<file path="src/rtl/xpc_pkg.sv">
package xpc_pkg;
    localparam int LANES = 4;
    localparam int COL_W = 8 * LANES;
    localparam logic [7:0] CH_START = 8'hFB;
    localparam logic [7:0] CH_TERM  = 8'hFD;

    typedef enum logic [2:0] {
        A_MODE    = 3'd0,
        A_EXP_LO  = 3'd1,
        A_EXP_HI  = 3'd2,
        A_EXP_CTL = 3'd3,
        A_ERR_CNT = 3'd4,
        A_PKT_CNT = 3'd5
    } reg_addr_e;

    typedef struct packed {
        logic [COL_W-1:0] data;
        logic [LANES-1:0] ctl;
    } column_t;

    typedef enum logic {FR_IDLE, FR_BODY} frame_state_e;

    function automatic logic is_start(column_t c);
        return c.ctl[0] && (c.data[7:0] == CH_START);
    endfunction

    function automatic logic is_term(column_t c);
        logic hit;
        hit = 1'b0;
        for (int i = 0; i < LANES; i++)
            if (c.ctl[i] && (c.data[8*i +: 8] == CH_TERM)) hit = 1'b1;
        return hit;
    endfunction
endpackage

</file>
<file path="src/rtl/xpc_regs.sv">
module xpc_regs
    import xpc_pkg::*;
#(
    parameter int REG_W = 16,
    parameter int CNT_W = 16
) (
    input  logic             clk,
    input  logic             rst,
    input  logic             wr,
    input  logic             rd,
    input  logic [2:0]       addr,
    input  logic [REG_W-1:0] wdata,
    input  logic [CNT_W-1:0] err_cnt,
    input  logic [CNT_W-1:0] pkt_cnt,
    output logic [REG_W-1:0] rdata,
    output logic [1:0]       mode,
    output logic [COL_W-1:0] exp_data,
    output logic [LANES-1:0] exp_ctl,
    output logic             err_clr,
    output logic             pkt_clr
);
    logic [REG_W-1:0] mode_q, lo_q, hi_q, ctl_q;
    logic [REG_W-1:0] rd_mux;

    always_ff @(posedge clk) begin
        if (rst) begin
            mode_q <= '0;
            lo_q   <= '0;
            hi_q   <= '0;
            ctl_q  <= '0;
        end else if (wr) begin
            case (reg_addr_e'(addr))
                A_MODE:    mode_q <= wdata;
                A_EXP_LO:  lo_q   <= wdata;
                A_EXP_HI:  hi_q   <= wdata;
                A_EXP_CTL: ctl_q  <= wdata;
                default:   ;
            endcase
        end
    end

    always_comb begin
        case (reg_addr_e'(addr))
            A_MODE:    rd_mux = mode_q;
            A_EXP_LO:  rd_mux = lo_q;
            A_EXP_HI:  rd_mux = hi_q;
            A_EXP_CTL: rd_mux = ctl_q;
            A_ERR_CNT: rd_mux = REG_W'(err_cnt);
            A_PKT_CNT: rd_mux = REG_W'(pkt_cnt);
            default:   rd_mux = '0;
        endcase
    end

    always_ff @(posedge clk) begin
        if (rst)     rdata <= '0;
        else if (rd) rdata <= rd_mux;
    end

    assign mode     = mode_q[1:0];
    assign exp_data = {hi_q, lo_q};
    assign exp_ctl  = ctl_q[LANES-1:0];
    assign err_clr  = rd && (addr == A_ERR_CNT);
    assign pkt_clr  = rd && (addr == A_PKT_CNT);
endmodule

</file>
<file path="config.mk">
export PLATFORM = sky130hd
export DESIGN_NAME = xpc_regs
export DESIGN_NICKNAME = d
export VERILOG_FILES = /design/src/rtl/xpc_pkg.sv /design/src/rtl/xpc_regs.sv
export SDC_FILE = /design/constraint.sdc
export NUM_CORES = 1
export LEC_CHECK = 0
export ABC_CLOCK_PERIOD_IN_PS = 1100
export BUFFER_PORTS_ARGS = -buffer_cell sky130_fd_sc_hd__clkbuf_2
export CORE_MARGIN = 2
export CORE_UTILIZATION = 49
export CTS_BUF_LIST = sky130_fd_sc_hd__clkbuf_8
export CTS_CLUSTER_SIZE = 24
export DETAILED_ROUTE_END_ITERATION = 10
export PLACE_DENSITY_LB_ADDON = 0.3
export SETUP_SLACK_MARGIN = 0.05
export SLEW_MARGIN = 20
export SYNTH_ARGS = -nofsm -noshare
export SYNTH_HDL_FRONTEND = slang
export SYNTH_SLANG_ARGS = --single-unit
export TNS_END_PERCENT = 5
</file>
<file path="constraint.sdc">
create_clock -name clk -period 1.1 [get_ports clk]
set_clock_uncertainty 0.15 [all_clocks]
set_input_delay 0.055 -clock clk [delete_from_list [all_inputs] [get_ports clk]]
set_output_delay 0.055 -clock clk [all_outputs]
set_load 0.005 [all_outputs]
</file>
Yosys cells after proc, flatten, opt, wreduce, memory -nomap -nowiden
Index checks and enable logic that the tools add are counted.
Widths: inputs -> output; s select.
{"block": "totals", "rom_bits": 0, "ramBits": 0, "latchBits": 0, "elab_cells": 18, "regBits": 80, "out_inout_bits": 56, "n_memories": 0}
{"block": "op_classes", "add_sub_neg": 0, "n_mul": 0, "n_div": 0, "muxes": 1, "shift": 0, "n_bitwise": 0, "n_lt_le_gt_ge": 0, "n_eq_ne": 5, "reduce_logical": 7}
{"operator": "$pmux 16 s6", "n": 1}
{"operator": "$reduce_and 2->1", "n": 4}
{"operator": "$eq 3x2->1 const B", "n": 2}
{"operator": "$eq 3x3->1 const B", "n": 2}
{"operator": "$eq 3x1->1 const B", "n": 1}
{"operator": "$logic_not 3->1", "n": 1}
{"operator": "$logic_and 1x1->1", "n": 2}

Logic depth before layout (Yosys ltp)
Gate-level depths: netlist of run 1.
{"block": "logic_depth", "ltp_word": 2, "mapped_depth": 7, "depth_no_buf": 4}

Least setup slack after synthesis of run 1
No wires, ideal clock.
{"block": "synth_path", "path_kind": "register to register", "start": "register hi_q[10]", "end": "register rdata[10]", "synth_period_minus_slack_ns": 1.161, "required_ns": 0.859, "setup_time_ns": 0.091, "path_stages_with_launch": 4, "n_path_buf": 0, "setup_slack_ns": -0.061, "t_arrival_ns": 0.920, "cell_sequence": "dfxtp_1 > inv_1 > o32a_1 > a311oi_1"}
{"block": "synth_between", "elab_chain_len": 1}
{"element": "start, declared", "line": "xpc_regs.sv:22", "rtl": "logic [REG_W-1:0] mode_q, lo_q, hi_q, ctl_q;"}
{"element": "start signal, assigned", "line": "xpc_regs.sv:35", "rtl": "A_EXP_HI: hi_q <= wdata;"}
{"element": "$pmux 16 s6", "line": "xpc_regs.sv:43", "rtl": "case (reg_addr_e'(addr))"}
{"element": "end signal, assigned", "line": "xpc_regs.sv:56", "rtl": "else if (rd) rdata <= rd_mux;"}
{"element": "end, declared", "line": "xpc_regs.sv:15", "rtl": "output logic [REG_W-1:0] rdata,"}
Every way passes these cells.
A chain may end at the register's enable or synchronous reset.

Worst setup path after layout of run 1
{"block": "layout_path", "start": "register mode_q[8]", "end": "register rdata[8]"}
{"block": "layout_between", "elab_chain_len": 1}
{"element": "start, declared", "line": "xpc_regs.sv:22"}
{"element": "start signal, assigned", "line": "xpc_regs.sv:33", "rtl": "A_MODE: mode_q <= wdata;"}
{"element": "$pmux 16 s6", "line": "xpc_regs.sv:43"}
Every way passes these cells.

==> flow_results.xml, run 1 <==
<?xml version="1.0" encoding="UTF-8"?>
<metrics>
  <group name="status">
    <metric name="run_status" unit="">finished with violations</metric>
    <metric name="violations_in_the_final_reports" unit="">negative hold slack, negative setup slack</metric>
  </group>
  <group name="critical_path">
    <metric name="critPathKind" unit="">reg -&gt; reg</metric>
    <metric name="maximum_net_fanout_on_the_critical_path" unit="">2</metric>
    <metric name="worst_ep_required_time" unit="ns">1.18</metric>
    <metric name="startpoint_type" unit="">flip-flop</metric>
    <metric name="timing.reg2reg.setup_slack" unit="ns">-0.15</metric>
    <metric name="endpoint_kind" unit="">flip-flop</metric>
    <metric name="cp.arrival" unit="ns">1.33</metric>
  </group>
  <group name="global_routing">
    <metric name="grt_start_max_net_pins" unit="">59</metric>
    <metric name="global_route.overflow_total" unit="">0</metric>
    <metric name="grt_pass1_wl" unit="um">18500</metric>
    <metric name="via_count_of_the_first_global_routing_pass" unit="">3711</metric>
    <metric name="antenna_found_initial" unit="">0</metric>
    <metric name="grtUsageTotal" unit="">0.278</metric>
  </group>
  <group name="power_and_ir_drop">
    <metric name="vdd_ir_drop_max" unit="mV">0.931</metric>
    <metric name="total_chip_power" unit="mW">6.27</metric>
    <metric name="power-per-cell-area" unit="nW/um2">1110</metric>
    <metric name="p_leak" unit="nW">2.34</metric>
  </group>
  <group name="clocking">
    <metric name="cts-root-to-sink-buffers" unit="">2</metric>
    <metric name="cts.clk_slew.worst_paths" unit="ns">0.09</metric>
    <metric name="cts_tree" unit="">built</metric>
    <metric name="clkSinkCount" unit="">80</metric>
    <metric name="cts_made_buffers" unit="">9</metric>
    <metric name="cts.htree.levels" unit="">3</metric>
    <metric name="worst_skew_pair.late_latency" unit="ns">0.36</metric>
    <metric name="root_buffer" unit="">clkbuf_8</metric>
  </group>
  <group name="synthesis">
    <metric name="post_synth_mux_area_share" unit="">0.0679</metric>
    <metric name="synth_top_family_by_area" unit="">simple AND/OR/NAND/NOR gates</metric>
    <metric name="synth_warnings" unit="">0</metric>
    <metric name="synth.yosys.seq_area_share" unit="">0.416</metric>
    <metric name="synth-edff-count" unit="">0</metric>
    <metric name="synth-main-ff-cell" unit="">dfxtp_1</metric>
    <metric name="synth_compound_gate_area_share" unit="">0.196</metric>
    <metric name="synthArstFlopShare" unit="">0</metric>
    <metric name="post_synthesis_share_of_cell_area_spent_on_full_adders_half_adders_and_majority_gates" unit="">0</metric>
    <metric name="number_of_synthesized_register_bits" unit="">80</metric>
    <metric name="yosysTopAreaCell" unit="">dfxtp_1</metric>
    <metric name="synth_simple_gate_area_share" unit="">0.238</metric>
    <metric name="synthesis.instances" unit="">462</metric>
    <metric name="synthesized_nets" unit="">517</metric>
    <metric name="netlist-cell-type-count" unit="">43</metric>
    <metric name="synth_xor_xnor_area_share" unit="">0</metric>
    <metric name="synthesis.area" unit="um2">3850</metric>
    <metric name="synth.area.top_cells" unit="">dfxtp_1, nand2_1, a21oi_1, mux2i_1, buf_4</metric>
    <metric name="yosys.area.top_type_share" unit="">0.416</metric>
    <metric name="post_synthesis_area_per_instance" unit="um2">8.33</metric>
  </group>
  <group name="routing">
    <metric name="drtPass1Iterations" unit="">7</metric>
    <metric name="num_vias" unit="">4045</metric>
    <metric name="drtAntennaViolNets" unit="">0</metric>
    <metric name="drtIter0Drc" unit="">239</metric>
    <metric name="post_drt_via_cell_ratio" unit="">5.41</metric>
    <metric name="remaining_drc_errors" unit="">0</metric>
    <metric name="routed_length_per_placed_instance" unit="um">16.0</metric>
    <metric name="drt_wl_total" unit="um">12000</metric>
  </group>
  <group name="final_layout">
    <metric name="antenna_cells" unit="">0</metric>
    <metric name="post_route_cells_drive_above_1_share" unit="">0.433</metric>
    <metric name="areaGrowthSynthToFinish" unit="%">46.2</metric>
    <metric name="finalNonFillerCells" unit="">747</metric>
    <metric name="layout.filler_cells" unit="">560</metric>
    <metric name="finish.net_count" unit="">695</metric>
  </group>
  <group name="sta">
    <metric name="finalMaxSlewViolations" unit="">0</metric>
    <metric name="max_clock_freq" unit="GHz">0.803</metric>
    <metric name="fin_worst_hold_slack" unit="ns">-0.0116</metric>
    <metric name="min_period_over_period" unit="">1.13</metric>
    <metric name="rsz_0062_raised_after_global_routing" unit="">yes</metric>
    <metric name="post_layout_minimum_cycle_time" unit="ns">1.25</metric>
    <metric name="worst_slack" unit="ns">-0.145</metric>
    <metric name="finalHoldViolations" unit="">8</metric>
    <metric name="final-setup-viol-count" unit="">29</metric>
    <metric name="headroom_to_the_max_slew_limit" unit="">0.809</metric>
    <metric name="tightest_slew" unit="ns">0.279</metric>
  </group>
  <group name="worst_hold_path">
    <metric name="hold_path.class" unit="">in -&gt; reg</metric>
  </group>
  <group name="floorplanning">
    <metric name="die_h" unit="um">92.6</metric>
    <metric name="top_level_ports" unit="">111</metric>
    <metric name="floorplan.initialDensity" unit="">0.501</metric>
    <metric name="placeableCoreArea" unit="um2">7690</metric>
    <metric name="die_x" unit="um">92.6</metric>
    <metric name="floorplan.rows" unit="">32</metric>
    <metric name="die-area" unit="um2">8580</metric>
  </group>
  <group name="placement">
    <metric name="post-dp-hpwl" unit="um">7950</metric>
    <metric name="port_buffers" unit="">110</metric>
    <metric name="place_congestion" unit="">0.833</metric>
    <metric name="dp_slack" unit="ns">-0.434</metric>
    <metric name="dp_cells" unit="">698</metric>
  </group>
  <group name="run">
    <metric name="max_cap_viol_count" unit="">0</metric>
  </group>
</metrics>
## cell usage in the layout (no fill, tap or decap), drive strengths merged, types with 8 or more instances in the layout
| cell type | netlist | routed |
|---|---|---|
| nand2 | 132 | 132 |
| clkbuf | 14 | 118 |
| dfxtp | 80 | 80 |
| buf | 27 | 70 |
| a21oi | 64 | 64 |
| dlygate4sd3 | 0 | 30 |
| mux2i | 25 | 25 |
| nor2 | 24 | 24 |
| a2bb2oi | 10 | 10 |
| inv | 8 | 9 |
| a311oi | 8 | 8 |
| o22ai | 8 | 8 |
## area by class of cell
| cell class | instances | area [um2] | share of cell area |
|---|---|---|---|
| Clock buffer | 10 | 138 | 0.0245 |
| Sequential cell | 80 | 1660 | 0.294 |
| Multi-Input combinational cell | 333 | 2020 | 0.359 |
| Clock inverter | 6 | 66.3 | 0.0118 |
| Timing Repair Buffer | 208 | 1590 | 0.283 |
| Tap cell | 102 | 128 | 0.0227 |
| Inverter | 8 | 30.0 | 0.00534 |
## path summary, 6_finish.rpt
path                      startpoint  cells after the start                       to
max           mode_q[8]$_SDFFE_PP0P_                      4    rdata[8]$_SDFFE_PP0P_
min                       pkt_cnt[1]                      4    rdata[1]$_SDFFE_PP0P_
max reg2reg   mode_q[8]$_SDFFE_PP0P_                      4    rdata[8]$_SDFFE_PP0P_
min reg2reg  mode_q[13]$_SDFFE_PP0P_                      2  mode_q[13]$_SDFFE_PP0P_
## logic make-up after synthesis
kind of cell	after synthesis
AOI/OAI and AO/OA	119
buffers and inverters	49
DFF	80
muxes	26
and+or+nand+nor	188
## synthesized netlist by cell type (2+ instances only)
cell type    n
o2111a_1     3
o21ai_0      3
nor2b_1      4
a31oi_1      7
buf_6        7
buf_4       12
o32a_1       7
nor2_1      19
buf_2        6
a311oi_1     8
nor2_4       3
nand2b_2     3
nand2b_1     2
dfxtp_1     80
a2bb2oi_1   10
nor2_8       2
nand3_1      5
o22ai_1      8
a21oi_1     64
nand2_1    131
mux2i_1     25
o21ai_1      3
inv_1        8
a22oi_1      3
nor3_2       3
nor3b_2      7
clkbuf_1    13
## state kept, by name (all words and copies together), names as in the netlist
| register | cells |
|---|---|
| ctl_q | 16 |
| hi_q | 16 |
| lo_q | 16 |
| mode_q | 16 |
| rdata | 16 |
## power breakdown
| group | total (mW) | leakage [nW] | internal [mW] | switching (mW) |
|---|---|---|---|---|
| clock network | 2.23 | 0.107 | 1.12 | 1.11 |
| logic | 1.01 | 1.56 | 0.508 | 0.498 |
| registers | 3.04 | 0.671 | 2.98 | 0.0523 |
| total | 6.27 | 2.34 | 4.61 | 1.66 |
## what timing repair did
action,CTS,global route
endpoints found under the hold margin,76,1
setup endpoints to repair,70,82
pin swaps,7,19
cloned,0,0
buffers inserted,3,0
hold buffers,29,1
gates resized for setup,59,33
## stage by stage
step | TNS (ns) | utilization | instance area, um2
floorplan | -0.819 | - | 3880
global placement | -19.71 | 0.630 | 4840
detailed placement | -22.92 | 0.630 | 4840
CTS | -1.37 | 0.717 | 5520
global route | -2.54 | 0.732 | 5630
finish | -1.38 | 0.732 | 5630
## layer usage
metal / GRT usage / up-vias / routed length (um)
li1: - / 1949 / -
met1: 0.375 / 1886 / 5150
met2: 0.464 / 193 / 5690
met3: 0.0334 / 17 / 924
met4: 0.0919 / 0 / 223
met5: 0 / - / 0
## worst max-delay path, stage by stage (launching register included)
cell and delay [ns]:
dfxtp_2 0.34, mux2i_2 0.16, o21ai_1 0.11, a221oi_2 0.27, a211oi_2 0.10
Power figures use the tool's default switching activity.
==> inputs of run 2 (changes only) <==
--- a/config.mk
+++ b/config.mk
@@ -12,6 +12,7 @@
 export CTS_BUF_LIST = sky130_fd_sc_hd__clkbuf_8
 export CTS_CLUSTER_SIZE = 24
 export DETAILED_ROUTE_END_ITERATION = 10
+export HOLD_SLACK_MARGIN = 0.1
 export PLACE_DENSITY_LB_ADDON = 0.3
 export SETUP_SLACK_MARGIN = 0.05
 export SLEW_MARGIN = 20
==> run 2 against run 1 <==
  * The run still ends with negative hold slack, negative setup slack left
  * First-iteration DRC count is 6.7% higher
  * Global-route usage up 0.36 points
  * Routed wire length is 2.3% higher
  * Hold slack got worse by 0.0032 ns
  * Register-to-register slack barely moved
  * Power is 0.68% higher
  * Via count grew 0.15%
  * Combinational power about the same
  * Design area rose by 1.4%
  * Clock-buffer cell count stayed put
  * Fmax is 0.16% lower
  * Critical path depth decreased by 1
  * Critical endpoint is now rdata[2]$_SDFFE_PP0P_
==> flow_results.xml, run 2 (synthesized netlist as in run 1, its figures left out) <==
<?xml version="1.0" encoding="UTF-8"?>
<metrics>
  <group name="floorplanning">
    <metric name="die-area" unit="um2">8580</metric>
    <metric name="floorplan.rows" unit="">32</metric>
    <metric name="placeableCoreArea" unit="um2">7690</metric>
    <metric name="top_level_ports" unit="">111</metric>
    <metric name="die_x" unit="um">92.6</metric>
    <metric name="floorplan.initialDensity" unit="">0.501</metric>
    <metric name="die_h" unit="um">92.6</metric>
  </group>
  <group name="final_layout">
    <metric name="antenna_cells" unit="">0</metric>
    <metric name="area.sequential" unit="um2">1660</metric>
    <metric name="layout.filler_cells" unit="">542</metric>
    <metric name="finish.net_count" unit="">703</metric>
    <metric name="post_route_cells_drive_above_1_share" unit="">0.427</metric>
    <metric name="multi_input_area" unit="um2">2020</metric>
    <metric name="areaGrowthSynthToFinish" unit="%">48.2</metric>
    <metric name="highest_count_cells_in_the_layout_ignoring_fill_and_taps" unit="">nand2_1, clkbuf_2, a21oi_1</metric>
    <metric name="layout.cells.most_common" unit="">nand2_1</metric>
  </group>
  <group name="placement">
    <metric name="dp_slack" unit="ns">-0.434</metric>
    <metric name="place_congestion" unit="">0.833</metric>
    <metric name="post-dp-hpwl" unit="um">7950</metric>
    <metric name="port_buffers" unit="">110</metric>
  </group>
  <group name="global_routing">
    <metric name="grtUsageTotal" unit="">0.282</metric>
    <metric name="grt_start_max_net_pins" unit="">59</metric>
    <metric name="global_route.overflow_total" unit="">0</metric>
    <metric name="via_count_of_the_first_global_routing_pass" unit="">3735</metric>
    <metric name="antenna_found_initial" unit="">0</metric>
    <metric name="grt_pass1_wl" unit="um">18700</metric>
  </group>
  <group name="routing">
    <metric name="routed_length_per_placed_instance" unit="um">16.2</metric>
    <metric name="num_vias" unit="">4051</metric>
    <metric name="post_drt_via_cell_ratio" unit="">5.37</metric>
    <metric name="drtIter0Drc" unit="">255</metric>
    <metric name="drtAntennaViolNets" unit="">0</metric>
    <metric name="drtPass1Iterations" unit="">5</metric>
    <metric name="remaining_drc_errors" unit="">0</metric>
    <metric name="drt_wl_total" unit="um">12300</metric>
  </group>
  <group name="clocking">
    <metric name="root_buffer" unit="">clkbuf_8</metric>
    <metric name="cts.clk_slew.worst_paths" unit="ns">0.08</metric>
    <metric name="cts-root-to-sink-buffers" unit="">2</metric>
    <metric name="cts_made_buffers" unit="">9</metric>
    <metric name="clkSinkCount" unit="">80</metric>
    <metric name="worst_skew_pair.late_latency" unit="ns">0.36</metric>
    <metric name="cts.htree.levels" unit="">3</metric>
    <metric name="cts_tree" unit="">built</metric>
  </group>
  <group name="worst_hold_path">
    <metric name="hold_path.class" unit="">in -&gt; reg</metric>
    <metric name="min_delay_path_depth" unit="">3</metric>
  </group>
  <group name="critical_path">
    <metric name="cp_cell_sequence" unit="">inv_1 &gt; o32a_1 &gt; a311oi_1</metric>
    <metric name="endpoint_kind" unit="">flip-flop</metric>
    <metric name="reg2regPathDepth" unit="">3</metric>
    <metric name="timing.critical_path.slowest_stage_cell" unit="">dfxtp_2</metric>
    <metric name="startpoint_type" unit="">flip-flop</metric>
    <metric name="worst_path_largest_cell_delay" unit="ns">0.33</metric>
    <metric name="critPathKind" unit="">reg -&gt; reg</metric>
    <metric name="cp.arrival" unit="ns">1.36</metric>
    <metric name="maximum_net_fanout_on_the_critical_path" unit="">2</metric>
    <metric name="worst_ep_required_time" unit="ns">1.21</metric>
  </group>
  <group name="sta">
    <metric name="final-setup-viol-count" unit="">35</metric>
    <metric name="min_period_over_period" unit="">1.13</metric>
    <metric name="rsz_0062_raised_after_global_routing" unit="">yes</metric>
    <metric name="post_layout_minimum_cycle_time" unit="ns">1.25</metric>
    <metric name="finalMaxSlewViolations" unit="">0</metric>
    <metric name="fin_worst_hold_slack" unit="ns">-0.0148</metric>
    <metric name="max_clock_freq" unit="GHz">0.802</metric>
    <metric name="finalHoldViolations" unit="">3</metric>
    <metric name="worst_slack" unit="ns">-0.147</metric>
    <metric name="headroom_to_the_max_slew_limit" unit="">0.786</metric>
    <metric name="tightest_slew" unit="ns">0.312</metric>
  </group>
  <group name="power_and_ir_drop">
    <metric name="vdd_ir_drop_max" unit="mV">0.918</metric>
    <metric name="clkPwrFrac" unit="">0.355</metric>
    <metric name="p_seq_frac" unit="">0.481</metric>
    <metric name="power-per-cell-area" unit="nW/um2">1110</metric>
    <metric name="switching_share_of_power" unit="">0.267</metric>
    <metric name="total_chip_power" unit="mW">6.31</metric>
    <metric name="combPwrFrac" unit="">0.164</metric>
    <metric name="p_leak" unit="nW">2.37</metric>
    <metric name="internal_power_of_the_cells" unit="mW">4.63</metric>
    <metric name="netSwitchingPower" unit="mW">1.68</metric>
  </group>
  <group name="status">
    <metric name="run_status" unit="">finished with violations</metric>
    <metric name="violations_in_the_final_reports" unit="">negative hold slack, negative setup slack</metric>
  </group>
  <group name="run">
    <metric name="max_cap_viol_count" unit="">0</metric>
  </group>
</metrics>
-- run 2: final cells by class --
cell class | count | share of cell area
clock buffer | 10 | 0.0241
clock inverter | 6 | 0.0116
inverter | 8 | 0.00527
multi-input combinational | 333 | 0.354
sequential | 80 | 0.290
tap | 102 | 0.0224
timing repair buffer | 216 | 0.292
-- run 2: critical path: cells and delay by family (launching register included) --
family / cells / cell delay, ns
buf+inv: 1 / 0.05
compound gates: 2 / 0.62
flops: 1 / 0.33
-- run 2: final timing paths --
| kind | start | end | slack (ns) |
|---|---|---|---|
| setup / recovery | hi_q[2]$_SDFFE_PP0P_ | rdata[2]$_SDFFE_PP0P_ | -0.15 |
| hold / removal | rd | rdata[8]$_SDFFE_PP0P_ | -0.01 |
| setup reg to reg | hi_q[2]$_SDFFE_PP0P_ | rdata[2]$_SDFFE_PP0P_ | -0.15 |
| hold reg to reg | mode_q[13]$_SDFFE_PP0P_ | mode_q[13]$_SDFFE_PP0P_ | 0.30 |
-- run 2: per-layer routing --
metal  wire, um  share of wire  global-route usage  up-vias
met3        850          0.069              0.0350       24
met2       5770           0.47               0.459      187
met1       5320           0.43               0.380     1871
met4        313          0.026               0.115        0
li1           -              -                   -     1969
met5          0              0                   0        -
-- run 2: what timing repair did --
action,in CTS,in global routing
endpoints found under the hold margin,80,21
pin swaps,7,20
hold buffers,32,6
gates cloned,0,0
buffers inserted,3,0
setup endpoints to repair,70,83
gates resized for setup,59,32
-- run 2: power by group through the flow --
| stage | registers (mW) | logic [mW] | clock network (mW) |
|---|---|---|---|
| finish | 3.04 | 1.03 | 2.24 |
| global route | 3.05 | 1.11 | 2.37 |
| CTS | 3.03 | 0.973 | 2.24 |
| detailed placement | 3.09 | 0.843 | 0 |
| global placement | 3.09 | 0.828 | 0 |
| floorplan | 3.10 | 0.465 | 0 |
-- run 2: stage by stage --
step	setup TNS, ns	hold slack, ns	util	instance area, um2	instances
2_1_floorplan	-0.819	0.0334	-	3880	462
3_3_place_gp	-19.71	0.170	0.630	4840	698
3_5_place_dp	-22.92	0.180	0.630	4840	698
4_1_cts	-1.37	-0.143	0.721	5550	749
5_1_grt	-2.95	-0.00648	0.742	5700	755
6_report	-1.46	-0.0148	0.742	5700	755
